===== src/rtl/mbx_pkg.sv =====
package mbx_pkg;

  typedef enum logic [1:0] {
    PH_IDLE  = 2'd0,
    PH_SETUP = 2'd1,
    PH_HOLD  = 2'd2
  } phase_e;

  // Access phase sequencing: one setup clock, one strobe clock, then wait for select release.
  function automatic phase_e phase_next(input phase_e cur, input logic sel);
    phase_e nx;
    case (cur)
      PH_IDLE:  nx = sel ? PH_SETUP : PH_IDLE;
      PH_SETUP: nx = sel ? PH_HOLD  : PH_IDLE;
      PH_HOLD:  nx = sel ? PH_HOLD  : PH_IDLE;
      default:  nx = PH_IDLE;
    endcase
    return nx;
  endfunction

  // Occupancy update: an accepted write only ever happens when empty.
  function automatic logic occ_next(input logic full, input logic accept, input logic take);
    return (full & ~take) | accept;
  endfunction

endpackage


===== src/rtl/mbx_port_seq.sv =====
module mbx_port_seq
  import mbx_pkg::*;
(
  input  logic clk,
  input  logic rst_n,
  input  logic sel,
  input  logic we,
  output logic wr_stb,
  output logic rd_stb
);

  phase_e ph_q;
  logic   setup_w;
  logic   stb_w;

  assign setup_w = sel & (ph_q == PH_IDLE);
  assign stb_w   = sel & (ph_q == PH_SETUP);
  assign wr_stb  = stb_w & we;
  assign rd_stb  = stb_w & ~we;

  always_ff @(posedge clk) begin
    if (!rst_n) ph_q <= PH_IDLE;
    else        ph_q <= phase_next(ph_q, sel);
  end

  // a strobe clock is always preceded by a setup clock
  p_strobe_after_setup_r2: assert property (@(posedge clk) disable iff (!rst_n)
    (wr_stb | rd_stb) |-> $past(setup_w));

  // never two strobe clocks back to back
  p_single_strobe_r2: assert property (@(posedge clk) disable iff (!rst_n)
    (wr_stb | rd_stb) |=> !(wr_stb | rd_stb));

endmodule


===== src/rtl/mbx_lane.sv =====
module mbx_lane
  import mbx_pkg::*;
#(
  parameter int W = 16
) (
  input  logic         clk,
  input  logic         rst_n,
  input  logic         wr_stb,
  input  logic [W-1:0] wdata,
  input  logic         rd_stb,
  output logic [W-1:0] rdata,
  output logic         oe_n,
  output logic         full,
  output logic         ovr,
  output logic         ready_p,
  output logic         taken_p
);

  logic [W-1:0] hold_q;
  logic         full_q, ovr_q, rdy_q, tkn_q;
  logic         le_w;      // latch enable: accepted write
  logic         take_w;    // reader removes a held word
  logic         clash_w;   // write while occupied

  assign le_w    = wr_stb & ~full_q;
  assign take_w  = rd_stb & full_q;
  assign clash_w = wr_stb & full_q;

  assign oe_n  = ~rd_stb;
  assign rdata = rd_stb ? (le_w ? wdata : hold_q) : '0;

  assign full    = full_q;
  assign ovr     = ovr_q;
  assign ready_p = rdy_q;
  assign taken_p = tkn_q;

  always_ff @(posedge clk) begin
    if (!rst_n) begin
      hold_q <= '0;
      full_q <= 1'b0;
      ovr_q  <= 1'b0;
      rdy_q  <= 1'b0;
      tkn_q  <= 1'b0;
    end else begin
      if (le_w) hold_q <= wdata;
      full_q <= occ_next(full_q, le_w, take_w);
      ovr_q  <= ovr_q | clash_w;
      rdy_q  <= le_w;
      tkn_q  <= take_w;
    end
  end

  // occupancy only rises after a write strobe
  p_full_from_write_r3: assert property (@(posedge clk) disable iff (!rst_n)
    $rose(full_q) |-> $past(wr_stb));

  // ready is a single-clock pulse
  p_ready_pulse_r4: assert property (@(posedge clk) disable iff (!rst_n)
    rdy_q |=> !rdy_q);

  // a taken pulse means the word has left the latch
  p_taken_empties_r6: assert property (@(posedge clk) disable iff (!rst_n)
    tkn_q |-> (!full_q && $past(full_q)));

  // a held word cannot be overwritten
  p_hold_stable_r7: assert property (@(posedge clk) disable iff (!rst_n)
    full_q |=> $stable(hold_q));

  // overrun is sticky
  p_ovr_sticky_r7: assert property (@(posedge clk) disable iff (!rst_n)
    ovr_q |=> ovr_q);

endmodule


===== src/rtl/dual_mailbox.sv =====
module dual_mailbox
  import mbx_pkg::*;
#(
  parameter int W = 16
) (
  input  logic         clk,
  input  logic         rst_n,
  input  logic         a_sel,
  input  logic         a_we,
  input  logic [W-1:0] a_wdata,
  output logic [W-1:0] a_rdata,
  output logic         a_oe_n,
  output logic         a_ready,
  output logic         a_taken,
  output logic         a_full,
  output logic         a_ovr,
  input  logic         b_sel,
  input  logic         b_we,
  input  logic [W-1:0] b_wdata,
  output logic [W-1:0] b_rdata,
  output logic         b_oe_n,
  output logic         b_ready,
  output logic         b_taken,
  output logic         b_full,
  output logic         b_ovr
);

  localparam int NSIDE = 2;

  // index 0 = side A, 1 = side B; lane d carries words written by side d
  logic         sel_w   [NSIDE];
  logic         we_w    [NSIDE];
  logic [W-1:0] wd_w    [NSIDE];
  logic         wstb_w  [NSIDE];
  logic         rstb_w  [NSIDE];
  logic [W-1:0] lrd_w   [NSIDE];
  logic         loe_n_w [NSIDE];
  logic         lfull_w [NSIDE];
  logic         lovr_w  [NSIDE];
  logic         lrdy_w  [NSIDE];
  logic         ltkn_w  [NSIDE];

  assign sel_w[0] = a_sel;   assign sel_w[1] = b_sel;
  assign we_w[0]  = a_we;    assign we_w[1]  = b_we;
  assign wd_w[0]  = a_wdata; assign wd_w[1]  = b_wdata;

  for (genvar s = 0; s < NSIDE; s++) begin : g_side
    mbx_port_seq u_seq (
      .clk    (clk),
      .rst_n  (rst_n),
      .sel    (sel_w[s]),
      .we     (we_w[s]),
      .wr_stb (wstb_w[s]),
      .rd_stb (rstb_w[s])
    );

    mbx_lane #(.W(W)) u_lane (
      .clk     (clk),
      .rst_n   (rst_n),
      .wr_stb  (wstb_w[s]),
      .wdata   (wd_w[s]),
      .rd_stb  (rstb_w[NSIDE-1-s]),
      .rdata   (lrd_w[s]),
      .oe_n    (loe_n_w[s]),
      .full    (lfull_w[s]),
      .ovr     (lovr_w[s]),
      .ready_p (lrdy_w[s]),
      .taken_p (ltkn_w[s])
    );
  end

  assign a_rdata = lrd_w[1];
  assign a_oe_n  = loe_n_w[1];
  assign a_ready = lrdy_w[1];
  assign a_taken = ltkn_w[0];
  assign a_full  = lfull_w[0];
  assign a_ovr   = lovr_w[0];

  assign b_rdata = lrd_w[0];
  assign b_oe_n  = loe_n_w[0];
  assign b_ready = lrdy_w[0];
  assign b_taken = ltkn_w[1];
  assign b_full  = lfull_w[1];
  assign b_ovr   = lovr_w[1];

  // a released read bus carries zero
  p_bus_release_r5: assert property (@(posedge clk) disable iff (!rst_n)
    (a_oe_n |-> a_rdata == '0) and (b_oe_n |-> b_rdata == '0));

  // ready toward a side only follows a write strobe from the other side
  p_ready_after_write_r4: assert property (@(posedge clk) disable iff (!rst_n)
    b_ready |-> $past(wstb_w[0]));

endmodule


===== config.mk =====
export PLATFORM = sky130hd
export DESIGN_NAME = dual_mailbox
export DESIGN_NICKNAME = d
export VERILOG_FILES = /design/src/rtl/mbx_pkg.sv /design/src/rtl/mbx_port_seq.sv /design/src/rtl/mbx_lane.sv /design/src/rtl/dual_mailbox.sv
export SDC_FILE = /design/constraint.sdc
export NUM_CORES = 1
export LEC_CHECK = 0
export BUFFER_PORTS_ARGS = -buffer_cell sky130_fd_sc_hd__buf_2
export CORE_UTILIZATION = 50
export DETAILED_ROUTE_END_ITERATION = 6
export PLACE_DENSITY = 0.77
export REMOVE_ABC_BUFFERS = 1
export SYNTH_ARGS = -nofsm -noshare
export SYNTH_HDL_FRONTEND = slang
export SYNTH_SLANG_ARGS = --single-unit

===== constraint.sdc =====
create_clock -name clk -period 1.86 [get_ports clk]
set_input_delay 0.279 -clock clk [delete_from_list [all_inputs] [get_ports clk]]
set_output_delay 0.279 -clock clk [all_outputs]
set_load 0.1 [all_outputs]

# Word level (Yosys, flattened, before mapping)
# Cells that the tools add are included.
[word_totals]
ff_bits = 44
inputBits = 38
output_inout_bits = 42
wordCells = 56
[classes]
n_eq_ne = 4
mux = 10
bitwise = 26
reduce_logical = 4
[ops]
columns = ["op", "count"]
rows = [
  ["$mux 16", 4],
  ["$and 1x1->1", 14],
  ["$not 1->1", 8],
  ["$pmux 2 s2", 2],
  ["$eq 2x1->1 const B", 2],
  ["$eq 2x2->1 const B", 2],
  ["$logic_not 2->1", 2],
  ["$mux 2", 2],
  ["$or 1x1->1", 4],
  ["$reduce_or 2->1", 2],
  ["$mux 1", 2],
]

# Depth between registers and ports, before layout
[depth]
depth_word = 7
ltp_mapped = 7
ltp_nobuf = 4

# Modules after synthesis
# A second synthesis with hierarchy kept.
[unflattened]
hier_cells = 294
area_unflattened_um2 = 2524.9
[by_module_without_submodules]
columns = ["mod", "n_inst", "cells_per_inst", "area_per_inst_um2", "seq_area_each_um2"]
rows = [
  ["mbx_lane", 2, 136, 1142.3, 400.4],
  ["mbx_port_seq", 2, 11, 120.1, 40.0],
]

# Worst setup path after synthesis
# OpenSTA, ideal clock, no wires.
[synth_timing]
path_kind = "reg-to-output"
from = "register g_side[1].u_lane.full_q"
to = "output port a_rdata[10]"
t_arrival_ns = 3.021
t_required_ns = 1.581
slack_ns = -1.440
path_stages_with_launch = 5
n_path_buf = 2
path_cell_list = "dfxtp_1 > and4b_1 > buf_6 > buf_12 > mux2i_1"
[synth_between]
elab_chain_len = 4
[synth_lines]
columns = ["item", "line_no", "source"]
rows = [
  ["start, declared", "mbx_lane.sv:20", "logic full_q, ovr_q, rdy_q, tkn_q;"],
  ["start signal, assigned", "mbx_lane.sv:46", "full_q <= occ_next(full_q, le_w, take_w);"],
  ["$not 1->1", "mbx_lane.sv:25", "assign le_w = wr_stb & ~full_q;"],
  ["$and 1x1->1", "mbx_lane.sv:25", ""],
  ["$mux 16", "-", ""],
  ["$mux 16", "mbx_lane.sv:30", "assign rdata = rd_stb ? (le_w ? wdata : hold_q) : '0;"],
  ["end, declared", "dual_mailbox.sv:11", "output logic [W-1:0] a_rdata,"],
]
# Every way passes these cells.

# Worst setup path in the final report
[layout_timing]
from = "register g_side[0].u_seq.ph_q[1]"
to = "output port b_rdata[14]"
[layout_between]
elab_chain_len = 6
[layout_lines]
columns = ["item", "line_no", "source"]
rows = [
  ["start, declared", "mbx_port_seq.sv:12", "phase_e ph_q;"],
  ["start signal, assigned", "mbx_port_seq.sv:23", "else ph_q <= phase_next(ph_q, sel);"],
  ["$eq 2x1->1", "mbx_port_seq.sv:17", "assign stb_w = sel & (ph_q == PH_SETUP);"],
  ["$and 1x1->1", "mbx_port_seq.sv:17", ""],
  ["$and 1x1->1", "mbx_port_seq.sv:18", "assign wr_stb = stb_w & we;"],
  ["$and 1x1->1", "mbx_lane.sv:25", ""],
  ["$mux 16 (2 in series)", "mbx_lane.sv:30", ""],
  ["end, declared", "dual_mailbox.sv:20", "output logic [W-1:0] b_rdata,"],
]
# Every way passes these cells.

==> impl_metrics.yaml <==
critical_path:
  worstReg2RegEnd: "g_side[0].u_lane.hold_q[1]"
  cp.required_ns: 1.58
  timing.critical_path.fanout_max: 7
  timing.reg2reg.setup_slack_ns: 0.10
  worst_setup_path_end_kind: "output port"
  worstSetupPathType: "register to output port"
  worst_r2r_path_depth: 8
  cp_data_arrival_time_ns: 1.85
  source_of_the_worst_register_to_register_timing_path: "g_side[0].u_seq.ph_q[1]"
  nature_of_the_critical_path_startpoint: "register"
finish:
  area.growth.synth_to_final_pct: 54.1
  postLayoutCellArea_um2: 4430
  diodes: 0
  layout-drive-gt1-share_pct: 41.7
  layout_common_cells: "sky130_fd_sc_hd__nand4b_1, sky130_fd_sc_hd__nand2_1, sky130_fd_sc_hd__buf_2"
  nets: 429
  fill_cells: 338
  fin_util_pct: 80.0
outcome:
  failed_checks: "setup timing"
  status: "finished with violations"
min_path:
  worstHoldStart: "a_wdata[6]"
  worst_hold_path_type: "input pin to register"
  hold_path_depth: 3
  holdPathEnd: "g_side[0].u_lane.hold_q[6]"
global_route:
  globalRoute.busiestLayer: "met2"
  first_global_vias: 2634
  grt_start_max_net_pins: 37
  grt_use_met3_pct: 5.29
  initial_antenna_violation_count: 0
  gr-usage-all-layers_pct: 27.7
  grt.met2_usage_pct: 50.3
  use_met1_pct: 33.7
  overflow: 0
  grt_pass1_wl_um: 13200
power:
  fin_total_pwr_mw: 2.09
  worst_ir_drop_vdd_v: 0.000333
  power-per-cell-area_nw_per_um2: 471
  p_leak_nw: 1.56
yosys:
  post_synth_inst_count: 305
  netlist_top_cells_area: "sky130_fd_sc_hd__dfxtp_1, sky130_fd_sc_hd__mux2i_1, sky130_fd_sc_hd__nand4b_1"
  synth_top_area_share_pct: 30.6
  synth.distinct_cells: 21
  count_of_yosys_warnings_during_synthesis: 0
  seq_area_frac_synth_pct: 30.6
  post_synth.cell_area_avg_um2: 9.43
  ys_ff_latch: 44
  synth_top_area_cell: "sky130_fd_sc_hd__dfxtp_1"
  post_synth_instance_area_um2: 2880
die:
  floorplan.rows: 27
  design.core.area_um2: 5540
  die_w_um: 77.9
  floorplan.die.height_um: 77.9
  initial_utilization_pct: 51.9
  die_area_um2: 6060
  ioPinCount: 80
route:
  wire_per_inst_um: 17.7
  detail_route.drc_violations: 0
  wirelength_um: 8080
  drt-pass1-iter-count: 4
  drt_iter0_markers: 160
  antenna_left: 0
  detailroute.via_count: 2656
  drt-vias-per-instance: 5.80
placed_design:
  place_area_um2: 3720
  port-buffer-count: 79
  post-dp-hpwl_um: 4420
  gp_congestion: 0.749
sta:
  fmaxAchievable_ghz: 0.470
  finalSetupViolCount: 33
  whs_ns: 0.230
  timing_worst_slew_pin_value_ns: 0.506
  layout_min_cycle_time_ns: 2.13
  max_slew_margin_pct: 66.5
  timing.setup.tns_ns: -7.13
  worst_slack_ns: -0.270
  report.final.slew_viol_count: 0
  unrepaired_setup_endpoints_after_global_routing: "yes"
  final_hold_violations: 0
  final.period_utilization_pct: 114
  timing.clock.skew_ns: 0.00653
clock_tree:
  cts_htree_levels: 2
  clock_latency_ns: 0.30
  cts_hold_buffers: 0
  cts_buffers: 5
  clk_pin_slew_ns: 0.08
  cts_max_path_buffers: 2
  cts_tree: "built"
  cts.sink_count: 44
  root_buffer: "sky130_fd_sc_hd__clkbuf_8"
run:
  max-cap-violations: 0
cell usage after synthesis:
cell / n
sky130_fd_sc_hd__a22o_1: 2
sky130_fd_sc_hd__a41oi_1: 2
sky130_fd_sc_hd__and2_1: 4
sky130_fd_sc_hd__and3_1: 2
sky130_fd_sc_hd__and4b_1: 4
sky130_fd_sc_hd__buf_12: 6
sky130_fd_sc_hd__buf_2: 1
sky130_fd_sc_hd__buf_4: 1
sky130_fd_sc_hd__buf_6: 5
sky130_fd_sc_hd__clkbuf_1: 19
sky130_fd_sc_hd__dfxtp_1: 44
sky130_fd_sc_hd__dlygate4sd1_1: 6
sky130_fd_sc_hd__ha_1: 6
sky130_fd_sc_hd__inv_1: 4
sky130_fd_sc_hd__inv_2: 1
sky130_fd_sc_hd__mux2i_1: 64
sky130_fd_sc_hd__nand2_1: 64
sky130_fd_sc_hd__nand3b_1: 2
sky130_fd_sc_hd__nand4b_1: 64
sky130_fd_sc_hd__nor2_1: 2
sky130_fd_sc_hd__nor2b_1: 2
metrics by stage:
step | instances | worst slack [ns]
floorplan | 267 | -2.50
global placement | 434 | 0.0383
detailed placement | 434 | -0.0345
CTS | 459 | -0.272
global route | 458 | -0.313
finish | 458 | -0.270
worst max-delay path, cell delays in order (launching register included):
cell and delay [ns]:
sky130_fd_sc_hd__dfxtp_2 0.34, sky130_fd_sc_hd__inv_2 0.07, sky130_fd_sc_hd__ha_4 0.12, sky130_fd_sc_hd__and4b_2 0.27, sky130_fd_sc_hd__buf_6 0.12, sky130_fd_sc_hd__buf_12 0.16
sky130_fd_sc_hd__mux2i_4 0.27, sky130_fd_sc_hd__buf_12 0.20
area by class of cell:
| class | instances | area [um^2] | share of cell area, % |
|---|---|---|---|
| timing repair buffer | 111 | 1240 | 27.9 |
| inverter | 5 | 18.8 | 0.423 |
| clock buffer | 6 | 72.6 | 1.64 |
| tap | 72 | 90.1 | 2.03 |
| multi-input combinational | 218 | 2090 | 47.2 |
| clock inverter | 2 | 35.0 | 0.790 |
| sequential | 44 | 886 | 20.0 |
cells by family (layout without fill, tap and decap cells):
| kind of cell | count (synthesis) | count (layout) | share of synthesized area (%) |
|---|---|---|---|
| compound gates | 4 | 4 | 1.22 |
| fa+ha+maj | 6 | 6 | 2.61 |
| flops | 44 | 44 | 30.6 |
| buf+inv | 43 | 124 | 11.5 |
| mux | 64 | 64 | 22.3 |
| simple gates | 144 | 144 | 31.8 |
sequential cells by signal (all words and copies together), names as in the netlist:
register               count
g_side.u_lane.hold_q      32
g_side.u_seq.ph_q          4
g_side.u_lane.full         2
g_side.u_lane.ovr          2
g_side.u_lane.ready_p      2
g_side.u_lane.taken_p      2
layer usage:
layer  up-vias  wire, um
met5         -         0
met4         0        57
met3         7       433
met2        99      4180
met1      1289      3420
li1       1261         -
repair_timing:
action / 4_1_cts / 5_1_grt
pin swaps: 2 / 0
setup buffers: 13 / 4
setup endpoints to repair: 34 / 34
gates resized for setup: 82 / 13
cloned: 4 / 0
power by group:
group	switching [mW]	leakage (nW)	internal, mW	total [mW]
clock	0.327	0.0552	0.399	0.726
combinational	0.228	1.15	0.159	0.387
sequential	0.0137	0.358	0.962	0.976
how the worst max path moves through the flow:
| stage | start | end | slack [ns] | cells after the start |
|---|---|---|---|---|
| 2_1_floorplan | g_side[1].u_seq.ph_q[1] | a_rdata[0] | -2.50 | 4 |
| 3_3_place_gp | g_side[1].u_seq.ph_q[0] | a_rdata[6] | 0.04 | 5 |
| 5_1_grt | g_side[0].u_seq.ph_q[1] | b_rdata[7] | -0.31 | 7 |
| 6_report | g_side[0].u_seq.ph_q[1] | b_rdata[14] | -0.27 | 7 |
| 3_5_place_dp | g_side[1].u_seq.ph_q[1] | a_rdata[6] | -0.03 | 6 |
| 4_1_cts | g_side[1].u_seq.ph_q[1] | a_rdata[11] | -0.27 | 7 |
Note: power is estimated with default switching activity, not from simulation.
